`src/rtl/cart_ivl_pkg.sv`:
```
package cart_ivl_pkg;
    localparam int CTL_W    = 5;
    localparam int HALT_BIT = 4;
    localparam int MODE_BIT = 3;

    typedef enum logic [1:0] {
        ST_COUNT = 2'd0,
        ST_PEND  = 2'd1,
        ST_HALT  = 2'd2
    } tmr_state_e;
endpackage

```
`src/rtl/ivt_ctl_reg.sv`:
```
module ivt_ctl_reg
    import cart_ivl_pkg::*;
(
    input  logic             clk,
    input  logic             rst,
    input  logic             wr,
    input  logic [CTL_W-1:0] val,
    output logic [CTL_W-1:0] q
);
    always_ff @(posedge clk) begin
        if (rst)
            q <= '0;
        else if (wr)
            q <= val;
    end
endmodule

```
`src/rtl/ivt_counter.sv`:
```
module ivt_counter #(
    parameter int CNT_W = 30
) (
    input  logic             clk,
    input  logic             rst,
    input  logic             clr,
    input  logic             en,
    input  logic [CNT_W-1:0] thr,
    output logic             wrap,
    output logic [CNT_W-1:0] cnt
);
    logic [CNT_W:0] nxt;

    assign nxt  = {1'b0, cnt} + {{CNT_W{1'b0}}, 1'b1};
    assign wrap = en && !clr && (nxt >= {1'b0, thr});

    always_ff @(posedge clk) begin
        if (rst || clr)
            cnt <= '0;
        else if (en)
            cnt <= wrap ? '0 : nxt[CNT_W-1:0];
    end
endmodule

```
`src/rtl/ivt_fsm.sv`:
```
module ivt_fsm
    import cart_ivl_pkg::*;
(
    input  logic       clk,
    input  logic       rst,
    input  logic       clr_req,
    input  logic       rel_req,
    input  logic       wrap,
    output tmr_state_e state,
    output logic       irq,
    output logic       cnt_en
);
    tmr_state_e state_nx;

    always_comb begin
        state_nx = state;
        unique case (state)
            ST_COUNT: begin
                if (clr_req)   state_nx = ST_HALT;   // CLEAR
                else if (wrap) state_nx = ST_PEND;   // EXPIRE
            end
            ST_PEND: begin
                if (clr_req)   state_nx = ST_HALT;   // CLEAR
                else           state_nx = ST_PEND;   // REARM on wrap
            end
            ST_HALT: begin
                if (clr_req)      state_nx = ST_HALT;
                else if (rel_req) state_nx = ST_COUNT; // RELEASE
            end
            default: state_nx = ST_COUNT;
        endcase
    end

    always_ff @(posedge clk) begin
        if (rst) state <= ST_COUNT;
        else     state <= state_nx;
    end

    always_comb begin
        irq    = 1'b0;
        cnt_en = 1'b0;
        unique case (state)
            ST_COUNT: cnt_en = 1'b1;
            ST_PEND:  begin cnt_en = 1'b1; irq = 1'b1; end
            ST_HALT:  cnt_en = 1'b0;
            default:  cnt_en = 1'b0;
        endcase
    end
endmodule

```
`src/rtl/ivt_prg_map.sv`:
```
module ivt_prg_map #(
    parameter int PB_W = 4
) (
    input  logic            mode16,
    input  logic [1:0]      sel32,
    input  logic [PB_W-1:0] mmc_lo,
    input  logic [PB_W-1:0] mmc_hi,
    output logic [PB_W-1:0] bank_lo,
    output logic [PB_W-1:0] bank_hi
);
    localparam int NWIN = 2;

    logic [PB_W-1:0] src [NWIN];
    logic [PB_W-1:0] dst [NWIN];

    assign src[0]  = mmc_lo;
    assign src[1]  = mmc_hi;
    assign bank_lo = dst[0];
    assign bank_hi = dst[1];

    for (genvar w = 0; w < NWIN; w++) begin : g_win
        always_comb begin
            if (mode16)
                dst[w] = PB_W'({1'b1, src[w][2:0]});
            else
                dst[w] = PB_W'({sel32, w[0]});
        end
    end
endmodule

```
`src/rtl/cart_ivl_timer.sv`:
```
module cart_ivl_timer
    import cart_ivl_pkg::*;
#(
    parameter int CNT_W    = 30,
    parameter int BASE_BIT = 29,
    parameter int SW_LSB   = 25,
    parameter int SW_W     = 4,
    parameter int PB_W     = 4
) (
    input  logic            clk,
    input  logic            rst,
    input  logic            ctl_wr,
    input  logic [4:0]      ctl_val,
    input  logic [SW_W-1:0] dip_sw,
    input  logic [PB_W-1:0] mmc_bank_lo,
    input  logic [PB_W-1:0] mmc_bank_hi,
    output logic            irq,
    output logic [PB_W-1:0] prg_bank_lo,
    output logic [PB_W-1:0] prg_bank_hi
);
    logic [CTL_W-1:0] ctl_q;
    logic [CNT_W-1:0] thr;
    logic [CNT_W-1:0] cnt;
    logic             wrap;
    logic             cnt_en;
    logic             clr_req;
    logic             rel_req;
    tmr_state_e       state;

    assign thr     = (CNT_W'(1) << BASE_BIT) | (CNT_W'(dip_sw) << SW_LSB);
    assign clr_req = ctl_wr &&  ctl_val[HALT_BIT];
    assign rel_req = ctl_wr && !ctl_val[HALT_BIT];

    ivt_ctl_reg u_ctl (
        .clk (clk),
        .rst (rst),
        .wr  (ctl_wr),
        .val (ctl_val),
        .q   (ctl_q)
    );

    ivt_fsm u_fsm (
        .clk     (clk),
        .rst     (rst),
        .clr_req (clr_req),
        .rel_req (rel_req),
        .wrap    (wrap),
        .state   (state),
        .irq     (irq),
        .cnt_en  (cnt_en)
    );

    ivt_counter #(.CNT_W(CNT_W)) u_cnt (
        .clk  (clk),
        .rst  (rst),
        .clr  (clr_req),
        .en   (cnt_en),
        .thr  (thr),
        .wrap (wrap),
        .cnt  (cnt)
    );

    ivt_prg_map #(.PB_W(PB_W)) u_map (
        .mode16  (ctl_q[MODE_BIT]),
        .sel32   (ctl_q[2:1]),
        .mmc_lo  (mmc_bank_lo),
        .mmc_hi  (mmc_bank_hi),
        .bank_lo (prg_bank_lo),
        .bank_hi (prg_bank_hi)
    );
endmodule

```
`config.mk`:
```
export PLATFORM = sky130hd
export DESIGN_NAME = cart_ivl_timer
export DESIGN_NICKNAME = d
export VERILOG_FILES = /design/src/rtl/cart_ivl_pkg.sv /design/src/rtl/ivt_ctl_reg.sv /design/src/rtl/ivt_counter.sv /design/src/rtl/ivt_fsm.sv /design/src/rtl/ivt_prg_map.sv /design/src/rtl/cart_ivl_timer.sv
export SDC_FILE = /design/constraint.sdc
export NUM_CORES = 1
export LEC_CHECK = 0
export BUFFER_PORTS_ARGS = -buffer_cell sky130_fd_sc_hd__buf_2
export CORE_UTILIZATION = 45
export DETAILED_ROUTE_END_ITERATION = 8
export SLEW_MARGIN = 10
export SYNTH_ARGS = -nofsm -noshare
export SYNTH_HDL_FRONTEND = slang
export SYNTH_HIERARCHICAL = 1
export SYNTH_SLANG_ARGS = --single-unit
export TNS_END_PERCENT = 30
```
`constraint.sdc`:
```
create_clock -name clk -period 6.4 [get_ports clk]
set_input_delay 1.28 -clock clk [delete_from_list [all_inputs] [get_ports clk]]
set_output_delay 1.28 -clock clk [all_outputs]
set_load 0.01 [all_outputs]
```
==> results of run 1 <==
power by group through the flow:
stage | logic (W) | registers, W | clock network (W)
5_1_grt | 0.0000671 | 0.000225 | 0.000223
2_1_floorplan | 0.0000448 | 0.000228 | 0
6_report | 0.0000582 | 0.000224 | 0.000210
3_5_place_dp | 0.0000577 | 0.000229 | 0
3_3_place_gp | 0.0000565 | 0.000229 | 0
4_1_cts | 0.0000580 | 0.000224 | 0.000217
cell type report:
type	count	area, um^2
multi-input cells	272	2040
well taps	75	93.8
inverters	32	120
fillers	601	2830
flip-flops and latches	35	701
clock buffers	6	82.6
clock inverters	2	35.0
repair buffers	26	133
sequential cells by signal (all words and copies together) (netlist names):
name and cells:
u_ctl/q 3, u_cnt/cnt 30, u_fsm/state 2
metrics by stage:
step           setup WS (ns)   util
2_1_floorplan           2.91      -
3_3_place_gp            1.80  0.512
3_5_place_dp            1.78  0.512
4_1_cts                 1.74  0.531
5_1_grt                 1.37  0.531
6_report                1.74  0.531
worst max-delay path by stage:
| stage | startpoint | end | slack, ns | cells past startpoint |
|---|---|---|---|---|
| after detailed placement | u_cnt/cnt[0] | u_cnt/cnt[7] | 1.78 | 13 |
| after floorplan | u_cnt/cnt[0] | u_cnt/cnt[4] | 2.91 | 15 |
| final | u_cnt/cnt[0] | u_cnt/cnt[7] | 1.74 | 13 |
| after CTS | u_cnt/cnt[0] | u_cnt/cnt[7] | 1.74 | 13 |
| after global routing | u_cnt/cnt[0] | u_cnt/cnt[7] | 1.37 | 13 |
| after global placement | u_cnt/cnt[0] | u_cnt/cnt[7] | 1.80 | 13 |
per-layer routing:
| metal | global-route usage | vias to the layer above | wire length, um |
|---|---|---|---|
| li1 | - | 1266 | - |
| met1 | 0.255 | 1105 | 3060 |
| met2 | 0.304 | 32 | 2590 |
| met3 | 0.0233 | 4 | 137 |
| met4 | 0.0526 | 0 | 41 |
| met5 | 0 | - | 0 |
critical path: cells and delay by family, from the launching register on:
| kind | cells | cell delay [ns] |
|---|---|---|
| compound gates | 4 | 1.87 |
| xor+xnor | 1 | 0.23 |
| fa+ha+maj | 2 | 0.55 |
| flops | 1 | 0.43 |
| simple gates | 6 | 1.49 |
cells in the final DEF, fill, tap and decap left out, types with 3 or more instances in the layout:
master    instances
ha_1             31
mux2i_1          11
nand3_1          19
and3_1            8
and4_1            9
xnor2_1          21
a32o_2            8
dfxtp_1          35
a221o_1           4
nand2b_1          3
o21ai_0           4
conb_1           26
nand3b_1          4
buf_2            25
inv_1            32
a21o_1            4
nor2_1           12
a21oi_1          11
nand4_1           9
a31oi_1           9
mux2_2            4
clkbuf_8          6
nor3_1            3
nand2_1          23
and2_1            4
a32o_1            4
xor2_1            7
a22o_1            5
==> impl_metrics.tcl, run 1 <==
set metrics [dict create \
    status "completed" \
    io_pins 29 \
    setup_violations 0 \
    gp_congestion 0.740 \
    cts_max_level 2 \
    p_total_w 0.000493 \
    drc 0 \
    min_to "u_fsm/state[0]" \
    fin_crit_sh 0.729 \
    finalWirelength_um 5830 \
    finalHoldViolCount 0 \
    antenna_found_initial 0 \
    cts_made_buffers 5 \
    start_util 0.477 \
    root_buffer "clkbuf_8" \
    viasPerCell 5.37 \
    rows 28 \
    fin_area_mm2 0.00320 \
    p_sw_w 0.000121 \
    post_dp_cell_area_mm2 0.00308 \
    fin_cells 448 \
    drt.antenna.violating_nets 0 \
    tightest_slew_ns 1.10 \
    cap_violations 0 \
    min_delay_path_depth 1 \
    rsz0062_at_grt "no" \
    p_int_w 0.000372 \
    grt_max_degree 31 \
    end_kind "register" \
    yosysWarnings 6 \
    fin_crit_ns 4.66 \
    crit_type "reg2reg" \
    timing.setup.tns_ns 0 \
    drtIter0Drc 84 \
    relSlewSlack 0.264 \
    core_area_mm2 0.00603 \
    cts_setup_buffers 0 \
    dieArea_mm2 0.00672 \
    cp_slowest_cell "a211oi_4" \
    antenna_cells 0 \
    hold-worst-slack_ns 0.503 \
    p_sw_frac 0.245 \
    crit_chain "ha_1, and3_1, and4_1, nand3_1, nor2_1, xor2_1, ha_1, and3_4, a221o_1, a221o_1, a211oi_4, nand2_1, o311ai_2" \
    fp.dieH_um 82.0 \
    vias 2407 \
    grt_pass1_wl_um 9740 \
    grt_pass1_vias 2117 \
    detail_route.first_pass.iterations 4 \
    avgSynthCellArea_um2 8.61 \
    grt_usage 0.186 \
    clk_pin_slew_ns 0.08 \
    worst-r2r-setup-slack_ns 1.74 \
    die_w_um 82.0 \
    p_clk_frac 0.427 \
    reg2reg_from "u_cnt/cnt[0]" \
    syn_inst 334 \
    hp-start "u_fsm/state[1]" \
    fmax_ghz 0.214 \
    p_seq_frac 0.455 \
    startpoint_type "register" \
    cts_buffer_depth 2 \
    worstRegToRegCells 13 \
    cpPeakStageDelay_ns 0.87 \
    dp_cells 440 \
    worstSkewPairLatency_ns 0.29 \
    cts_tree "yes" \
    dp_hpwl_um 4290 \
    r2r-end "u_cnt/cnt[7]" \
    cts_resized 0 \
    arrival_ns 4.86 \
    vdd_ir_drop_max_mv 0.0900 \
    comb_power_share 0.118 \
    p_leak_nw 1.45 \
    p_per_area_mw_per_mm2 154 \
    cts_hold_buf 0 \
    area_growth_syn_to_layout_pct 11.3 \
    slew_viol_final 0 \
    cts.sinks 35 \
    grt-ovfl-total 0 \
    nNetsFinal 423 \
    holdCritPathClass "reg2reg" \
    wl_per_cell_um 13.0 \
    required_ns 6.60 \
    drive_above_1_share 0.158 \
    syn_area_mm2 0.00288 \
    numPortBuffers 25 \
    finClkSkew_ns 0.00793 \
    critPathMaxFanout 26 \
]
Power figures use the tool's default switching activity.
==> inputs of run 2 (changes only) <==
==> constraint.sdc (replaced) <==
create_clock -name clk -period 4.5 [get_ports clk]
set_input_delay 0.9 -clock clk [delete_from_list [all_inputs] [get_ports clk]]
set_output_delay 0.9 -clock clk [all_outputs]
set_load 0.01 [all_outputs]
==> impl_metrics.tcl, run 2 (synthesis results as in run 1) <==
set metrics [dict create \
    nNetsFinal 429 \
    fin_area_mm2 0.00328 \
    p_seq_frac 0.425 \
    fmax_ghz 0.246 \
    timing.setup.tns_ns 0 \
    grt_usage 0.188 \
    finalHoldViolCount 0 \
    clk_pin_slew_ns 0.08 \
    p_total_w 0.000750 \
    vdd_ir_drop_max_mv 0.141 \
    p_sw_w 0.000177 \
    antenna_found_initial 0 \
    crit_chain "ha_1, and3_1, and4_1, nand3_1, nor2_1, xor2_1, ha_1, and3_4, a221o_1, a221o_1, a211oi_4, buf_4, a31oi_1, mux2i_1" \
    fin_crit_ns 4.06 \
    p_int_w 0.000573 \
    rsz0062_at_grt "no" \
    area_growth_syn_to_layout_pct 13.9 \
    fillers 568 \
    r2r-end "u_cnt/cnt[25]" \
    cts_tree "yes" \
    wl_per_cell_um 13.0 \
    root_buffer "clkbuf_8" \
    top_register "u_cnt/cnt" \
    grt_pass1_vias 2119 \
    die_w_um 82.0 \
    cpPeakStageDelay_ns 0.43 \
    post_dp_cell_area_mm2 0.00314 \
    end_kind "register" \
    p_leak_nw 1.49 \
    gp_congestion 0.742 \
    relSlewSlack 0.616 \
    fin_crit_sh 0.902 \
    cp_slowest_cell "dfxtp_1" \
    grt-ovfl-total 0 \
    final_common_cell "dfxtp_1" \
    arrival_ns 4.29 \
    fin_util 0.544 \
    p_clk_frac 0.461 \
    tightest_slew_ns 0.576 \
    comb_power_share 0.114 \
    drtIter0Drc 98 \
    min_delay_path_depth 1 \
    worstSkewPairLatency_ns 0.29 \
    finalWirelength_um 5900 \
    slew_viol_final 0 \
    required_ns 4.73 \
    setup_violations 0 \
    finClkSkew_ns 0.00618 \
    cts_buffer_depth 2 \
    largest_register_ffs 30 \
    final_cell_mix "dfxtp_1, inv_1, ha_1, conb_1, buf_2" \
    holdCritPathClass "reg2reg" \
    cts_setup_buffers 0 \
    vias 2395 \
    cts_resized 0 \
    numPortBuffers 25 \
    cts_hold_buf 0 \
    status "completed" \
    drt.antenna.violating_nets 0 \
    min_to "u_fsm/state[0]" \
    worstRegToRegCells 14 \
    core_area_mm2 0.00603 \
    worst-r2r-setup-slack_ns 0.44 \
    pre_cts_ws_ns 0.445 \
    cap_violations 0 \
    grt_max_degree 31 \
    crit_type "reg2reg" \
    drc 0 \
    p_per_area_mw_per_mm2 229 \
    antenna_cells 0 \
    top_regs "u_cnt/cnt: 30 flops, u_ctl/q: 3 flops, u_fsm/state: 2 flops" \
    grt_pass1_wl_um 9760 \
    reg2reg_from "u_cnt/cnt[0]" \
    viasPerCell 5.28 \
    detail_route.first_pass.iterations 4 \
    path_delay_family "compound AO/OA/AOI/OAI gates" \
    dp_hpwl_um 4440 \
    cp.buffers_inverters 1 \
    hp-start "u_fsm/state[1]" \
    start_util 0.477 \
    drive_above_1_share 0.172 \
    cts_max_level 2 \
    cts.sinks 35 \
    p_sw_frac 0.236 \
    io_pins 29 \
    startpoint_type "register" \
    rows 28 \
    critPathMaxFanout 9 \
    fp.dieH_um 82.0 \
    dieArea_mm2 0.00672 \
    layout_setup_ws_ns 0.441 \
    cts_made_buffers 5 \
]
run 2: changes by cell type in the layout (fill, tap and decap cells not counted), sizes merged:
cell and change:
clkinv -1, clkbuf -1, buf +6, bufinv +1, clkinvlp +1
run 2: worst max-delay path by stage:
stage | from | to | depth (start not counted)
finish | u_cnt/cnt[0] | u_cnt/cnt[25] | 14
global route | u_cnt/cnt[0] | u_cnt/cnt[25] | 14
CTS | u_cnt/cnt[0] | u_cnt/cnt[29] | 14
detailed placement | u_cnt/cnt[0] | u_cnt/cnt[29] | 14
global placement | u_cnt/cnt[0] | u_cnt/cnt[29] | 14
floorplan | u_cnt/cnt[0] | u_cnt/cnt[4] | 15
run 2: area by class of cell:
class | instances | area (um^2) | area share
Sequential cell | 35 | 701 | 0.214
Multi-Input combinational cell | 272 | 2040 | 0.621
Clock inverter | 3 | 67.6 | 0.0206
Tap cell | 75 | 93.8 | 0.0286
Clock buffer | 5 | 68.8 | 0.0210
Timing Repair Buffer | 32 | 190 | 0.0580
Inverter | 32 | 120 | 0.0367
run 2: power by group through the flow:
stage	Sequential, W	Combinational, W	Clock, W
after floorplan	0.000325	0.0000638	0
after CTS	0.000319	0.0000852	0.000352
after global placement	0.000326	0.0000826	0
after detailed placement	0.000326	0.0000844	0
after global routing	0.000320	0.0000984	0.000367
final	0.000319	0.0000854	0.000346
run 2: per-layer routing:
layer  vias to the layer above  part of all wire  global-route usage
li1                       1275                 -                   -
met1                      1079              0.51               0.268
met2                        37              0.45               0.294
met3                         4             0.033              0.0333
met4                         0            0.0061              0.0368
met5                         -                 0                   0
run 2: through the flow:
stage	instances	hold slack (ns)
global route	454	0.536
detailed placement	446	0.491
CTS	454	0.501
floorplan	358	0.460
finish	454	0.509
global placement	446	0.491
==> inputs of run 3 (changes only) <==
--- a/config.mk
+++ b/config.mk
@@ -8,6 +8,7 @@
 export BUFFER_PORTS_ARGS = -buffer_cell sky130_fd_sc_hd__buf_2
 export CORE_UTILIZATION = 45
 export DETAILED_ROUTE_END_ITERATION = 8
+export RECOVER_POWER = 100
 export SLEW_MARGIN = 10
 export SYNTH_ARGS = -nofsm -noshare
 export SYNTH_HDL_FRONTEND = slang
==> impl_metrics.tcl, run 3 (synthesis results as in run 1) <==
set metrics [dict create \
    status "completed" \
    startpoint_type "register" \
    drc 0 \
    fp.dieH_um 82.0 \
    final_common_cell "dfxtp_1" \
    drtIter0Drc 119 \
    path_delay_family "compound AO/OA/AOI/OAI gates" \
    timing.setup.tns_ns 0 \
    rows 28 \
    crit_chain "ha_1, and3_1, and4_1, nand3_1, nor2_1, xor2_1, ha_1, and3_1, a221o_1, a221o_1, a211oi_4, buf_4, a31oi_1, mux2i_1" \
    cpPeakStageDelay_ns 0.43 \
    p_per_area_mw_per_mm2 231 \
    slew_viol_final 0 \
    cts_hold_buf 0 \
    finClkSkew_ns 0.00705 \
    arrival_ns 4.30 \
    wl_met3_um 179 \
    wl_met1_um 3040 \
    grt-ovfl-total 0 \
    highest_layer "met4" \
    final_cell_mix "dfxtp_1, inv_1, ha_1, conb_1, nand2_1" \
    numPortBuffers 25 \
    fin_crit_ns 4.07 \
    gp_congestion 0.742 \
    largest_register_ffs 30 \
    cts.sinks 35 \
    antenna_cells 0 \
    grt_pass1_wl_um 9760 \
    cp_num_cells 14 \
    worstRegToRegCells 14 \
    cts_max_level 2 \
    cts_buffer_depth 2 \
    wl_met2_um 2600 \
    area_growth_syn_to_layout_pct 12.5 \
    required_ns 4.73 \
    critPathMaxFanout 9 \
    fmax_ghz 0.246 \
    cp_slowest_cell "a211oi_4" \
    holdCritPathClass "reg2reg" \
    r2r-end "u_cnt/cnt[25]" \
    cts_tree "yes" \
    top_regs "u_cnt/cnt: 30 flops, u_ctl/q: 3 flops, u_fsm/state: 2 flops" \
    vdd_ir_drop_max_mv 0.140 \
    drt.antenna.violating_nets 0 \
    reg2reg_from "u_cnt/cnt[0]" \
    io_pins 29 \
    fillers 576 \
    multi_input_area_mm2 0.00202 \
    cp.buffers_inverters 1 \
    top_register "u_cnt/cnt" \
    end_kind "register" \
    worstSkewPairLatency_ns 0.29 \
    detail_route.first_pass.iterations 4 \
    antenna_found_initial 0 \
    grt_max_degree 31 \
    setup_violations 0 \
    clk_pin_slew_ns 0.08 \
    cp-startpoint "u_cnt/cnt[0]" \
    wl_per_cell_um 12.9 \
    viasPerCell 5.30 \
    dp_hpwl_um 4440 \
    drive_above_1_share 0.140 \
    grt_usage 0.188 \
    cts_made_buffers 5 \
    rsz0062_at_grt "no" \
    relSlewSlack 0.662 \
    finalHoldViolCount 0 \
    vias 2408 \
    dieArea_mm2 0.00672 \
    fin_crit_sh 0.904 \
    cts_resized 0 \
    seq_area_um2 701 \
    root_buffer "clkbuf_8" \
    grt_pass1_vias 2119 \
    crit_end "u_cnt/cnt[25]" \
    start_util 0.477 \
    die_w_um 82.0 \
    p_total_w 0.000749 \
    core_area_mm2 0.00603 \
    finalWirelength_um 5860 \
    cts_setup_buffers 0 \
    nNetsFinal 429 \
    tightest_slew_ns 0.507 \
    crit_type "reg2reg" \
    worst-r2r-setup-slack_ns 0.43 \
    p_leak_nw 1.44 \
    cap_violations 0 \
]
run 3: worst reg2reg max path: cells and delay by family, from the launching register on:
kind / cells / cell delay (ns)
DFF: 1 / 0.42
xor gates and xnor gates: 1 / 0.22
AOI/OAI and AO/OA: 4 / 1.26
adders and majority gates: 2 / 0.55
muxes: 1 / 0.14
and+or+nand+nor: 5 / 1.15
buffers and inverters: 1 / 0.25
run 3: worst min path at each step:
stage | to | cells after the start | slack (ns) | startpoint
floorplan | u_fsm/state[0] | 1 | 0.46 | u_fsm/state[1]
global placement | u_cnt/cnt[6] | 1 | 0.49 | u_cnt/cnt[6]
detailed placement | u_fsm/state[0] | 1 | 0.49 | u_fsm/state[1]
CTS | u_fsm/state[0] | 1 | 0.50 | u_fsm/state[1]
global route | u_cnt/cnt[27] | 1 | 0.54 | u_cnt/cnt[27]
finish | u_fsm/state[0] | 1 | 0.51 | u_fsm/state[1]
run 3: final cells by class:
| class | instances | share of cell area |
|---|---|---|
| repair buffers | 32 | 0.0503 |
| inverters | 32 | 0.0371 |
| well taps | 75 | 0.0290 |
| multi-input cells | 272 | 0.625 |
| clock inverters | 3 | 0.0209 |
| clock buffers | 5 | 0.0213 |
| flip-flops and latches | 35 | 0.216 |
run 3: through the flow:
step                      setup WS, ns  utilization  cells  hold slack, ns  instance area, um^2
final                            0.432        0.537    454           0.507                 3240
after global routing             0.133        0.537    454           0.536                 3240
after CTS                        0.394        0.544    454           0.501                 3280
after detailed placement         0.445        0.521    446           0.491                 3140
after global placement           0.504        0.521    446           0.491                 3140
after floorplan                   1.01            -    358           0.460                 2970
run 3: routing by layer:
metal  up-vias  GRT usage
met5         -          0
met4         0     0.0368
met3         4     0.0333
met2        41      0.294
met1      1087      0.268
li1       1276          -
run 3: power by group:
part	leakage [nW]	total, W	switching, W	internal (W)
clock network	0.0644	0.000347	0.000126	0.000221
registers	0.283	0.000319	0.00000522	0.000313
logic	1.10	0.0000831	0.0000467	0.0000364
